`src/rtl/busmon_pkg.sv`:
```
package busmon_pkg;
    typedef enum logic [1:0] {
        PH_IDLE  = 2'd0,
        PH_SETUP = 2'd1,
        PH_XFER  = 2'd2
    } phase_e;

    typedef enum logic [2:0] {
        ERR_NONE         = 3'd0,
        ERR_EN_NO_SEL    = 3'd1,
        ERR_IDLE_TO_XFER = 3'd2,
        ERR_SETUP_HELD   = 3'd3,
        ERR_XFER_HELD    = 3'd4,
        ERR_SETUP_DROP   = 3'd5,
        ERR_UNSTABLE     = 3'd6
    } err_e;

    localparam int NUM_EVT    = 8;
    localparam int IX_RD      = 0;
    localparam int IX_WR      = 1;
    localparam int IX_SGL_RD  = 2;
    localparam int IX_SGL_WR  = 3;
    localparam int IX_BST_RD  = 4;
    localparam int IX_BST_WR  = 5;
    localparam int IX_MID_RD  = 6;
    localparam int IX_MID_WR  = 7;
    localparam int IX_MAXRUN  = 8;
    localparam int IX_BOUND   = 9;
    localparam int IX_ERR     = 10;
endpackage

```
`src/rtl/busmon_satcnt.sv`:
```
module busmon_satcnt #(
    parameter int W = 16
) (
    input  logic         clk,
    input  logic         rst_n,
    input  logic         clr,
    input  logic         inc,
    output logic [W-1:0] cnt
);
    always_ff @(posedge clk or negedge rst_n) begin
        if (!rst_n)
            cnt <= '0;
        else if (clr)
            cnt <= '0;
        else if (inc && (cnt != '1))
            cnt <= cnt + 1'b1;
    end
endmodule

```
`src/rtl/busmon_phase.sv`:
```
module busmon_phase
    import busmon_pkg::*;
#(
    parameter int AW = 8,
    parameter int DW = 16
) (
    input  logic          clk,
    input  logic          rst_n,
    input  logic          clr,
    input  logic          sel,
    input  logic          en,
    input  logic          wr,
    input  logic [AW-1:0] addr,
    input  logic [DW-1:0] wdata,
    output phase_e        phase_q,
    output logic          xfer,
    output logic          to_idle,
    output logic          err_flag_q,
    output err_e          err_code_q
);
    phase_e        cls;
    phase_e        next_ph;
    err_e          hit;
    logic [AW-1:0] addr_q;
    logic [DW-1:0] wdata_q;
    logic          wr_q;

    always_comb begin
        if (sel && en)
            cls = PH_XFER;
        else if (sel)
            cls = PH_SETUP;
        else
            cls = PH_IDLE;
    end

    always_comb begin
        next_ph = cls;
        xfer    = 1'b0;
        hit     = ERR_NONE;
        if (!sel && en) begin
            hit = ERR_EN_NO_SEL;
        end else begin
            unique case (phase_q)
                PH_IDLE: begin
                    if (cls == PH_XFER) hit = ERR_IDLE_TO_XFER;
                end
                PH_SETUP: begin
                    unique case (cls)
                        PH_SETUP: hit = ERR_SETUP_HELD;
                        PH_IDLE:  hit = ERR_SETUP_DROP;
                        PH_XFER: begin
                            xfer = 1'b1;
                            if (addr != addr_q || wr != wr_q || wdata != wdata_q)
                                hit = ERR_UNSTABLE;
                        end
                        default: hit = ERR_NONE;
                    endcase
                end
                PH_XFER: begin
                    if (cls == PH_XFER) hit = ERR_XFER_HELD;
                end
                default: hit = ERR_NONE;
            endcase
        end
        to_idle = (cls == PH_IDLE) && (phase_q != PH_IDLE);
    end

    always_ff @(posedge clk or negedge rst_n) begin
        if (!rst_n) begin
            phase_q <= PH_IDLE;
            addr_q  <= '0;
            wdata_q <= '0;
            wr_q    <= 1'b0;
        end else begin
            phase_q <= next_ph;
            addr_q  <= addr;
            wdata_q <= wdata;
            wr_q    <= wr;
        end
    end

    always_ff @(posedge clk or negedge rst_n) begin
        if (!rst_n) begin
            err_flag_q <= 1'b0;
            err_code_q <= ERR_NONE;
        end else if (clr) begin
            err_flag_q <= 1'b0;
            err_code_q <= ERR_NONE;
        end else if (!err_flag_q && hit != ERR_NONE) begin
            err_flag_q <= 1'b1;
            err_code_q <= hit;
        end
    end
endmodule

```
`src/rtl/busmon_cov.sv`:
```
module busmon_cov
    import busmon_pkg::*;
#(
    parameter int AW = 8,
    parameter int CW = 16
) (
    input  logic          clk,
    input  logic          rst_n,
    input  logic          clr,
    input  logic          xfer,
    input  logic          to_idle,
    input  logic          wr,
    input  logic [AW-1:0] addr,
    output logic [CW-1:0] evt_cnt [NUM_EVT],
    output logic [CW-1:0] max_run_q,
    output logic [3:0]    bound_q
);
    logic [NUM_EVT-1:0] inc;
    logic [CW-1:0]      run_len_q;
    logic [CW-1:0]      run_len_nx;
    logic               run_wr_q;
    logic               is_lo;
    logic               is_hi;
    logic               is_sgl;
    logic               is_bst;

    assign is_lo      = (addr == '0);
    assign is_hi      = (addr == '1);
    assign run_len_nx = (run_len_q == '1) ? run_len_q : run_len_q + 1'b1;
    assign is_sgl     = to_idle && (run_len_q == CW'(1));
    assign is_bst     = to_idle && (run_len_q > CW'(1));

    always_comb begin
        inc            = '0;
        inc[IX_RD]     = xfer && !wr;
        inc[IX_WR]     = xfer && wr;
        inc[IX_SGL_RD] = is_sgl && !run_wr_q;
        inc[IX_SGL_WR] = is_sgl && run_wr_q;
        inc[IX_BST_RD] = is_bst && !run_wr_q;
        inc[IX_BST_WR] = is_bst && run_wr_q;
        inc[IX_MID_RD] = xfer && !wr && !is_lo && !is_hi;
        inc[IX_MID_WR] = xfer && wr && !is_lo && !is_hi;
    end

    for (genvar g = 0; g < NUM_EVT; g++) begin : g_cnt
        busmon_satcnt #(.W(CW)) u_cnt (
            .clk  (clk),
            .rst_n(rst_n),
            .clr  (clr),
            .inc  (inc[g]),
            .cnt  (evt_cnt[g])
        );
    end

    always_ff @(posedge clk or negedge rst_n) begin
        if (!rst_n) begin
            run_len_q <= '0;
            run_wr_q  <= 1'b0;
        end else if (xfer) begin
            run_len_q <= run_len_nx;
            if (run_len_q == '0) run_wr_q <= wr;
        end else if (to_idle) begin
            run_len_q <= '0;
        end
    end

    always_ff @(posedge clk or negedge rst_n) begin
        if (!rst_n) begin
            max_run_q <= '0;
            bound_q   <= '0;
        end else if (clr) begin
            max_run_q <= '0;
            bound_q   <= '0;
        end else if (xfer) begin
            if (run_len_nx > max_run_q) max_run_q <= run_len_nx;
            if (is_lo) bound_q[wr ? 2 : 0] <= 1'b1;
            if (is_hi) bound_q[wr ? 3 : 1] <= 1'b1;
        end
    end
endmodule

```
`src/rtl/busmon.sv`:
```
module busmon
    import busmon_pkg::*;
#(
    parameter int AW = 8,
    parameter int DW = 16,
    parameter int CW = 16,
    parameter int IW = 4
) (
    input  logic          clk,
    input  logic          rst_n,
    input  logic          clr,
    input  logic          sel,
    input  logic          en,
    input  logic          wr,
    input  logic [AW-1:0] addr,
    input  logic [DW-1:0] wdata,
    input  logic [IW-1:0] reg_idx,
    output logic [CW-1:0] reg_val,
    output logic [1:0]    bus_phase,
    output logic          err_flag,
    output logic [2:0]    err_code
);
    phase_e        phase_q;
    err_e          err_code_q;
    logic          xfer;
    logic          to_idle;
    logic [CW-1:0] evt_cnt [NUM_EVT];
    logic [CW-1:0] max_run_q;
    logic [3:0]    bound_q;

    busmon_phase #(.AW(AW), .DW(DW)) u_phase (
        .clk       (clk),
        .rst_n     (rst_n),
        .clr       (clr),
        .sel       (sel),
        .en        (en),
        .wr        (wr),
        .addr      (addr),
        .wdata     (wdata),
        .phase_q   (phase_q),
        .xfer      (xfer),
        .to_idle   (to_idle),
        .err_flag_q(err_flag),
        .err_code_q(err_code_q)
    );

    busmon_cov #(.AW(AW), .CW(CW)) u_cov (
        .clk      (clk),
        .rst_n    (rst_n),
        .clr      (clr),
        .xfer     (xfer),
        .to_idle  (to_idle),
        .wr       (wr),
        .addr     (addr),
        .evt_cnt  (evt_cnt),
        .max_run_q(max_run_q),
        .bound_q  (bound_q)
    );

    assign bus_phase = phase_q;
    assign err_code  = err_code_q;

    always_ff @(posedge clk or negedge rst_n) begin
        if (!rst_n) begin
            reg_val <= '0;
        end else if (int'(reg_idx) < NUM_EVT) begin
            reg_val <= evt_cnt[int'(reg_idx) % NUM_EVT];
        end else if (int'(reg_idx) == IX_MAXRUN) begin
            reg_val <= max_run_q;
        end else if (int'(reg_idx) == IX_BOUND) begin
            reg_val <= CW'(bound_q);
        end else if (int'(reg_idx) == IX_ERR) begin
            reg_val <= CW'({err_code_q, err_flag});
        end else begin
            reg_val <= '0;
        end
    end
endmodule

```
`config.mk`:
```
export PLATFORM = sky130hd
export DESIGN_NAME = busmon
export DESIGN_NICKNAME = d
export VERILOG_FILES = /design/src/rtl/busmon_pkg.sv /design/src/rtl/busmon_satcnt.sv /design/src/rtl/busmon_phase.sv /design/src/rtl/busmon_cov.sv /design/src/rtl/busmon.sv
export SDC_FILE = /design/constraint.sdc
export NUM_CORES = 1
export LEC_CHECK = 0
export BUFFER_PORTS_ARGS = -buffer_cell sky130_fd_sc_hd__buf_4
export CORE_UTILIZATION = 60
export DETAILED_ROUTE_END_ITERATION = 7
export GPL_TIMING_DRIVEN = 0
export HOLD_SLACK_MARGIN = 0.03
export PLACE_DENSITY = 0.78
export SKIP_CTS_REPAIR_TIMING = 1
export SYNTH_ARGS = -nofsm -noshare
export SYNTH_HDL_FRONTEND = slang
export SYNTH_SLANG_ARGS = --single-unit
```
`constraint.sdc`:
```
create_clock -name clk -period 3.97 [get_ports clk]
set_input_delay 0.397 -clock clk [delete_from_list [all_inputs] [get_ports clk]]
set_output_delay 0.397 -clock clk [all_outputs]
set_load 0.02 [all_outputs]
```
==> impl_results.md, run 1 <==
- Status: completed
- Post-Route WL: between 30 and 40 mm
- Die Y: between 100 and 150 um
- DP HPWL: 22.5 mm
- Post-place setup slack: 0.150 ns
- Worst slew margin: 0.324
- Seq/Total Area, Yosys: 0.447
- Drt first pass iters: 5
- #FFs+latches synth: 212
- Root Driver: clkbuf_16
- Area leader, netlist: dfrtp_1
- Number of port buffers: 49
- DIE WIDTH: roughly 140 um
- Max FO, Critical Path: 10
- Grt ovf: 0
- RSZ-0062 raised after global routing: no
- Worst hold path startpoint: en
- Vias in the first global route: approximately 9.2k
- Count of final setup violators: 0
- # fillers: between 1k and 1.5k
- Synth top area cells: dfrtp_1 (45%), mux4_2 (6.1%), xnor2_1 (5.4%), xor2_1 (4.9%), nor2_1 (4.8%)
- Wire per inst: ~20 um
- Register area: 5310 um2
- Main flop type after synthesis: dfrtp_1
- Distinct cells, synth: 70
- CP arrival: 4.10 ns
- Crit-path slowest cell: nor4_4
- Min-delay worst type: primary input to flip-flop
- Met3 Routed Length: 2.14 mm
- Most frequent cells in the layout: dfrtp_1 (212), nor2_1 (151), nand2_1 (87)
- Post-route minimum period: approximately 3.7 ns
- Via count: approximately 9.7k
- Clock sink count: approximately 210
- Maxcap violations: 0
- Final hold violation count: 0
- Final period utilization: 0.927
- CP endpoint kind: flip-flop
- Final net count: between 1k and 1.5k
- Post-synth EDFFs: 0
- Clock transition at path regs: 0.06 ns
- Max Used Layer: met4
- # H-tree levels: 1
- CP top delay family: compound AO/OA/AOI/OAI gates
- Post-Synthesis Cells: approximately 1.2k
- Total track usage: 0.316
- CP Class: flip-flop to flip-flop
- Post-synth top area share: 0.447
- Clock buffer count from CTS: 24
- CP Buf/Inv Count: 1
- Crit-path max cell delay: between 0.4 and 0.5 ns
- Clk_skew: about 0.0099 ns
- DRT iter0 DRCs: 920
- Total power: around 4.8 mW
- Cell Chain, Critical Path: nand4_1, nor4_4, nor2_1, nand2_1, xnor2_1, ha_1, a21oi_1, o21ai_0, a221o_1, o31a_1, clkbuf_2, a211oi_1
- Metal2 WL: ~15 mm
- Startpoint types: flip-flop
- Clk Latency, worst-skew pair: between 0.5 and 0.6 ns
- Asr flop ratio synth: 1.00
- Core area: between 15000 and 20000 um2
- Final worst slack: about 0.29 ns
- # IOs: 56
- Final Util: 0.705
- Max rail drop VDD: approximately 370 uV
- Vias per cell: 6.21
- F_max: about 0.27 GHz
- DRC Markers: 0
- Pwr dens: roughly 350 nW/um2
- Mean post-synth cell area: 10.1 um2
- Die ar.: roughly 20000 um2
- Largest net degree at the start of global routing: around 110
- Max Slew Vio Count: 0
- CTS tree: built
- Initial Util: 0.610
- Setup TNS: 0 ns
- Initial antenna violation count: 1
- Layout cells sized above 1: 0.136
- Worst-margin pin slew: slightly above 1 ns
- Wl on met1: around 13 mm
- Rows: 51
- Area taken by multi-input logic gates: 6220 um2
- First-pass GRT wire length: 49.5 mm
- Netlist Area Pre-Place: 11900 um2
- RD Place Congestion: approximately 0.92
- Syn nets: between 1k and 1.5k
- Commonest non-fill, non-tap cell in the layout: dfrtp_1
- RR Startpoint: u_cov.run_len_q[9]
- Crit. Startpoint: u_cov.run_len_q[9]
- Routed Antenna Nets: 0
- Warnings from Yosys: 0
- Clk buf depth: 3
- LEAKAGE: approximately 5.8 nW
- Layout area overhead: 15.5%
- Required time worst endpoint: 4.38 ns
## cells in the mapped netlist, types with 9 or more instances
master	instances
dfrtp_1	212
nor2_1	151
nand2_1	87
xnor2_1	73
nand3_1	70
xor2_1	67
o21ai_0	50
nand4_1	48
a21oi_1	35
clkbuf_1	34
inv_1	33
mux4_2	32
ha_1	27
mux2i_1	27
and3_1	25
nor3_1	23
nor4_1	19
and4_1	15
o31ai_1	12
or3_1	12
and2_1	11
buf_2	9
## final timing paths
check / endpoint / slack (ns) / depth (start not counted)
max: u_cov.max_run_q[1] / 0.29 / 12
min: u_phase.phase_q[0] / 0.15 / 2
max reg2reg: u_cov.max_run_q[1] / 0.29 / 12
min reg2reg: u_cov.bound_q[3] / 0.51 / 2
max in group asynchronous: u_cov.g_cnt[2].u_cnt.cnt[2] / 2.45 / 3
min in group asynchronous: u_cov.g_cnt[4].u_cnt.cnt[12] / 0.54 / 2
## layer usage
metal  up-vias  global-route usage
li1       4427                   -
met1      4801               0.442
met2       403               0.507
met3        79              0.0355
met4         0               0.121
met5         -                   0
## metrics by stage
stage	hold WS [ns]	area, um2	std cells
2_1_floorplan	0.101	11900	1179
3_3_place_gp	0.479	12600	1493
3_5_place_dp	0.488	12600	1494
4_1_cts	-0.0241	13400	1536
5_1_grt	0.147	13700	1563
6_report	0.148	13700	1563
## registers in the layout, summed over array words and instances, names as in the netlist
signal and count:
reg_val 16, u_cov.bound_q 4, u_cov.g_cnt.u_cnt.cnt 128, u_cov.max_run_q 16, u_cov.run_len_q 16, u_cov.run_wr_q 1
u_phase.addr_q 8, u_phase.err_code_q 3, u_phase.err_flag_q 1, u_phase.phase_q 2, u_phase.wdata_q 16, u_phase.wr_q 1
## layout make-up
cell class,count,share of cell area
diodes,1,0.000182
plain buffers,55,0.0191
clock buffers,36,0.0537
clock inverters,6,0.00611
inverters,33,0.00902
multi-input cells,879,0.453
flip-flops and latches,212,0.387
well taps,265,0.0242
repair buffers,76,0.0483
## logic make-up (layout without fill, tap and decap cells)
group	Yosys count	count (layout)	share of synthesized area
AOI/OAI and AO/OA	140	140	0.0739
xor gates and xnor gates	140	140	0.103
adders and majority gates	27	27	0.0284
buffers and inverters	88	206	0.0322
DFF	212	212	0.447
muxes	63	63	0.0872
other	0	1	0
and+or+nand+nor	509	509	0.228
## worst register-to-register path: stages (launching register included)
cell	delay (ns)
dfrtp_1	0.46
nand4_1	0.34
nor4_4	0.50
nor2_1	0.21
nand2_1	0.15
xnor2_1	0.20
ha_1	0.31
a21oi_1	0.14
o21ai_0	0.11
a221o_1	0.31
o31a_1	0.33
clkbuf_2	0.22
a211oi_1	0.30
## where the power goes
group          total, mW  internal (mW)  switching, mW
combinational      0.329          0.125          0.203
sequential          2.21           2.19         0.0241
clock               2.29           1.40          0.881
total               4.83           3.72           1.11
No activity file was read; power rests on OpenSTA's default activity.
==> run 2: changes to the inputs <==
- ABC_AREA: unset -> 1
==> run 2 against run 1 <==
Effect of this change:
- the run now ends with hold timing left
- total power up 1.0%
- die area up 3.5%
- global-route usage up 3.9 points
- first-iteration DRC count up 19%
- largest cell class unchanged
==> impl_results.md, run 2 <==
- First-pass GRT wire length: 59.1 mm
- Synth top cells by count: nand2_1 (278), inv_1 (242), dfrtp_1 (212), nor2_1 (152), o21ai_0 (147)
- Post-synth top area share: 0.431
- Int Pwr: ~3.6 mW
- Final period utilization: 0.907
- Switch share: 0.264
- Clock transition at path regs: 0.06 ns
- Final worst slack: 0.371 ns
- Number of cells on the worst reg-to-reg path: 17
- CP Class: flip-flop to flip-flop
- Pwr dens: around 350 nW/um2
- Synth top area cells: dfrtp_1 (43%), nand2_1 (8.5%), inv_1 (7.4%), o21ai_0 (6.0%), nand3_1 (4.8%)
- Post-route minimum period: 3.60 ns
- Final Util: 0.697
- LEAKAGE: 6.18 nW
- Warnings from Yosys: 0
- Main flop type after synthesis: dfrtp_1
- Routed Antenna Nets: 0
- Layout cells sized above 1: 0.0718
- Clock sink count: roughly 210
- Reg-to-Reg End: u_cov.max_run_q[14]
- Grt ovf: 0
- Combinational share of power: 0.104
- CTS tree: built
- Area leader, netlist: dfrtp_1
- Crit-path max cell delay: about 0.47 ns
- Distinct cells, synth: 47
- Post-place setup slack: between 0.3 and 0.4 ns
- RD Place Congestion: 0.974
- F_max: about 0.28 GHz
- Number of port buffers: 54
- Worst slew margin: 0.385
- Post-Route WL: about 37 mm
- Max Slew Vio Count: 0
- RR Startpoint: u_cov.run_len_q[2]
- DRC Markers: 0
- Max rail drop VDD: just over 300 uV
- Netlist Area Pre-Place: about 12000 um2
- # IOs: 56
- Post-Synthesis Cells: between 1.5k and 2k
- Drt first pass iters: 5
- Wire per inst: 18.4 um
- DRT iter0 DRCs: 1092
- Number of inserted diodes: 0
- Failing checks: hold timing
- Setup TNS: 0 ns
- Total track usage: 0.355
- Initial Util: 0.610
- Clk buf depth: 3
- Core area: 20200 um2
- Setup slack, reg-to-reg: between 0.3 and 0.4 ns
- Clk Latency, worst-skew pair: between 0.5 and 0.6 ns
- Min-delay worst type: primary input to asynchronous set/reset pin
- Crit-path slowest cell: nor4_1
- Reg power frac: 0.460
- Root Driver: clkbuf_16
- Seq/Total Area, Yosys: 0.431
- DP HPWL: about 27 mm
- Total power: 4.87 mW
- Max reg flops: between 100 and 150
- CP endpoint kind: flip-flop
- Vias in the first global route: about 11k
- Via count: 12.0k
- DIE WIDTH: approximately 150 um
- Clk_skew: 0.00839 ns
- Rows: 52
- #FFs+latches synth: 212
- Final net count: ~1.8k
- Final hold violation count: 56
- Largest net degree at the start of global routing: 120
- Commonest non-fill, non-tap cell in the layout: nand2_1
- RSZ-0062 raised after global routing: no
- Die Y: 145 um
- Asr flop ratio synth: 1.00
- Worst-margin pin slew: 0.923 ns
- Die ar.: 21100 um2
- Vias per cell: slightly below 6
- Required time worst endpoint: 4.41 ns
- Post-synth EDFFs: 0
- Layout area overhead: 14.2%
- Startpoint types: flip-flop
- Hold slack: -0.0335 ns
- CP top delay family: simple AND/OR/NAND/NOR gates
- Count of final setup violators: 0
- # H-tree levels: 1
- CP Buf/Inv Count: 3
- Reg with most FFs: u_cov.g_cnt.u_cnt.cnt
- Maxcap violations: 0
- Mean post-synth cell area: roughly 7.6 um2
- CP arrival: roughly 4.0 ns
- Initial antenna violation count: 0
- Syn nets: around 1.7k
- Sw power: ~1.3 mW
- Clk pwr share: 0.436
- Most frequent cells in the layout: nand2_1 (278), inv_1 (242), dfrtp_1 (212)
- Dominant cell by count in the synthesized netlist: nand2_1
- Cell Chain, Critical Path: nand2_1, inv_1, nand3_1, nor4_1, nand3_1, o31ai_1, inv_1, ha_1, nand4_1, nor3_1, nand2_1, nand3_1, nand2_1, nand2_1, clkbuf_1, nand3_1, o21ai_0
- Max FO, Critical Path: 10
- Status: finished with violations
- Clock buffer count from CTS: 24
-- run 2: cells by family after synthesis --
| family | Yosys count | share of synthesized area |
|---|---|---|
| and+or+nand+nor | 681 | 0.245 |
| AOI/OAI and AO/OA | 361 | 0.174 |
| adders and majority gates | 27 | 0.0275 |
| buffers and inverters | 298 | 0.0918 |
| xor gates and xnor gates | 43 | 0.0312 |
| DFF | 212 | 0.431 |
-- run 2: worst max-delay path by stage --
| stage | startpoint | end | slack, ns | cells after the start |
|---|---|---|---|---|
| 2_1_floorplan | u_cov.run_len_q[0] | u_cov.max_run_q[15] | 1.08 | 19 |
| 3_3_place_gp | u_cov.run_len_q[0] | u_cov.max_run_q[14] | 0.45 | 19 |
| 3_5_place_dp | u_cov.run_len_q[0] | u_cov.max_run_q[14] | 0.37 | 19 |
| 4_1_cts | u_cov.run_len_q[0] | u_cov.max_run_q[14] | 0.36 | 19 |
| 5_1_grt | u_cov.run_len_q[0] | u_cov.max_run_q[14] | 0.06 | 21 |
| 6_report | u_cov.run_len_q[2] | u_cov.max_run_q[14] | 0.37 | 17 |
-- run 2: power groups by stage --
stage	clock [mW]	sequential (mW)	combinational, mW
finish	2.13	2.24	0.507
global route	2.22	2.25	0.557
CTS	2.13	2.24	0.481
detailed placement	0	2.28	0.479
global placement	0	2.28	0.467
floorplan	0	2.29	0.239
-- run 2: per-stage QoR --
| step | instances | instance area, um2 |
|---|---|---|
| floorplan | 1622 | 12300 |
| global placement | 1946 | 13000 |
| detailed placement | 1947 | 13100 |
| CTS | 1989 | 13800 |
| global route | 2012 | 14000 |
| finish | 2012 | 14000 |
-- run 2: area by class of cell --
type | instances | area [um2]
Buffer | 50 | 200
Fill cell | 1645 | 6120
Timing Repair Buffer | 78 | 671
Clock buffer | 38 | 714
Tap cell | 270 | 338
Sequential cell | 212 | 5310
Multi-Input combinational cell | 1112 | 5870
Inverter | 248 | 931
Clock inverter | 4 | 20.0
-- run 2: per-layer routing --
layer	global-route usage	wire, um
met1	0.491	15700
met2	0.565	17000
met3	0.0513	2910
met4	0.141	1470
met5	0	0
==> run 3: changes to the inputs <==
- CORE_UTILIZATION: 60 -> 55
- PLACE_DENSITY: 0.78 -> 0.72
==> run 3 against run 2 <==
Effect of this change:
- the run now ends clean
- sequential power about the same
- worst hold slack improved by 0.089 ns
- flip-flop and latch count unchanged
- core utilization shrank 4.4 points
- final cell count grew 0.84%
- sequential share of layout area shrank 0.64 points
- non-clock buffer count grew 3
- combinational power grew 1%
- fmax grew 0.84%
- cell area rose by 1.7%
- first-iteration DRC count down 13%
- register-to-register slack improved by 0.03 ns
- critical path type unchanged
- critical endpoint is now u_cov.max_run_q[15]
- largest cell class unchanged
- highest routed layer unchanged
==> impl_results.md, run 3 (same netlist as run 2, synthesis figures left out) <==
- Status: completed
- Layout area overhead: 16.1%
- Commonest non-fill, non-tap cell in the layout: nand2_1
- First-pass GRT wire length: around 57 mm
- DRC Markers: 0
- Die ar.: 23000 um2
- Reg power frac: 0.424
- Clk_skew: about 0.011 ns
- Number of inserted diodes: 0
- Initial Util: 0.562
- Final hold violation count: 0
- Final period utilization: 0.899
- Clock buffer count from CTS: 25
- Max Slew Vio Count: 0
- Number of port buffers: 54
- Rows: 54
- Count of final setup violators: 0
- RR Startpoint: u_cov.run_len_q[0]
- Sw power: 1.34 mW
- Vias per cell: just under 6
- Int Pwr: about 4 mW
- Clock transition at path regs: about 0.060 ns
- Setup slack, reg-to-reg: ~0.40 ns
- Reg with most FFs: u_cov.g_cnt.u_cnt.cnt
- Clk Latency, worst-skew pair: roughly 0.54 ns
- Max rail drop VDD: about 570 uV
- CP arrival: ~4.0 ns
- Clock sink count: roughly 210
- LEAKAGE: ~6.3 nW
- CP Class: flip-flop to flip-flop
- F_max: ~0.28 GHz
- DRT iter0 DRCs: 951
- Worst hold endpoint: u_phase.wr_q
- Clk buf depth: 3
- Vias in the first global route: about 11k
- Min-delay worst type: primary input to flip-flop
- Root Driver: clkbuf_16
- # fillers: roughly 1.9k
- Total track usage: 0.328
- Core area: between 20000 and 25000 um2
- Maxcap violations: 0
- Grt ovf: 0
- Worst hold path startpoint: wr
- Largest net degree at the start of global routing: between 80 and 90
- Routed Antenna Nets: 0
- Max reg flops: 128
- DIE WIDTH: approximately 150 um
- CP endpoint kind: flip-flop
- WHS Path Cells: 1
- Final net count: roughly 1.8k
- # H-tree levels: 1
- Required time worst endpoint: between 4 and 5 ns
- Pwr dens: approximately 370 nW/um2
- Startpoint types: flip-flop
- Switch share: 0.253
- # IOs: 56
- Reg-to-Reg End: u_cov.max_run_q[15]
- Clk pwr share: 0.479
- Final Util: 0.653
- Via count: 11.8k
- Crit. Startpoint: u_cov.run_len_q[0]
- Combinational share of power: 0.097
- Setup TNS: 0 ns
- Drt first pass iters: 6
- Wire per inst: ~18 um
- Layout cells sized above 1: 0.0789
- RSZ-0062 raised after global routing: no
- Post-route minimum period: about 3.6 ns
- Worst slew margin: 0.362
- Die Y: about 150 um
- Post-Route WL: about 37 mm
- CTS tree: built
- Most frequent cells in the layout: nand2_1 (278), inv_1 (242), dfrtp_1 (212)
- Initial antenna violation count: 0
- RD Place Congestion: between 0.9 and 1
- Max FO, Critical Path: 10
- DP HPWL: ~28 mm
- Worst-margin pin slew: 0.957 ns
- Number of cells on the worst reg-to-reg path: 18
run 3: area by class of cell:
type | instances | area (um2) | share of cell area
Inverter | 248 | 931 | 0.0651
Timing Repair Buffer | 81 | 718 | 0.0503
Clock inverter | 13 | 204 | 0.0143
Buffer | 50 | 201 | 0.0141
Sequential cell | 212 | 5310 | 0.371
Clock buffer | 33 | 706 | 0.0494
Multi-Input combinational cell | 1112 | 5880 | 0.411
Tap cell | 280 | 350 | 0.0245
run 3: how the worst max path moves through the flow:
| stage | endpoint | slack, ns |
|---|---|---|
| floorplan | u_cov.max_run_q[15] | 1.08 |
| global placement | u_cov.max_run_q[11] | 0.40 |
| detailed placement | u_cov.max_run_q[8] | 0.35 |
| CTS | u_cov.max_run_q[8] | 0.32 |
| global route | u_cov.max_run_q[8] | 0.02 |
| finish | u_cov.max_run_q[15] | 0.40 |
run 3: worst max-delay path, cell delays in order (launching register included):
cell and delay (ns):
dfrtp_1 0.43, ha_1 0.19, nand2_1 0.08, nor2_1 0.19, nand4_1 0.22, inv_1 0.16
nand2_1 0.11, nand3_1 0.10, xor2_1 0.33, inv_1 0.10, ha_1 0.29, nand2_1 0.06
nor3_1 0.32, nand2_1 0.10, nand3_1 0.13, nand2_1 0.08, nand2_1 0.15, clkbuf_2 0.28
o22ai_1 0.10
run 3: power groups by stage:
stage	registers (mW)	logic, mW	clock network [mW]
6_report	2.24	0.512	2.53
5_1_grt	2.25	0.561	2.64
4_1_cts	2.24	0.486	2.56
3_5_place_dp	2.28	0.484	0
3_3_place_gp	2.28	0.469	0
2_1_floorplan	2.29	0.239	0
run 3: metal layers:
layer	part of all wire	global-route usage	wire (um)
met2	0.45	0.517	16900
met4	0.042	0.125	1560
met3	0.067	0.0497	2500
met5	0	0	0
met1	0.44	0.454	16300
run 3: through the flow:
step           area [um2]  cells  hold WS (ns)  setup WS, ns  total power, mW
3_5_place_dp        13100   1958         0.369         0.351             2.76
4_1_cts             14000   2004        -0.185         0.324             5.29
5_1_grt             14300   2029        0.0586        0.0175             5.45
3_3_place_gp        13100   1956         0.482         0.399             2.75
6_report            14300   2029        0.0553         0.401             5.28
2_1_floorplan       12300   1622         0.101          1.08             2.53
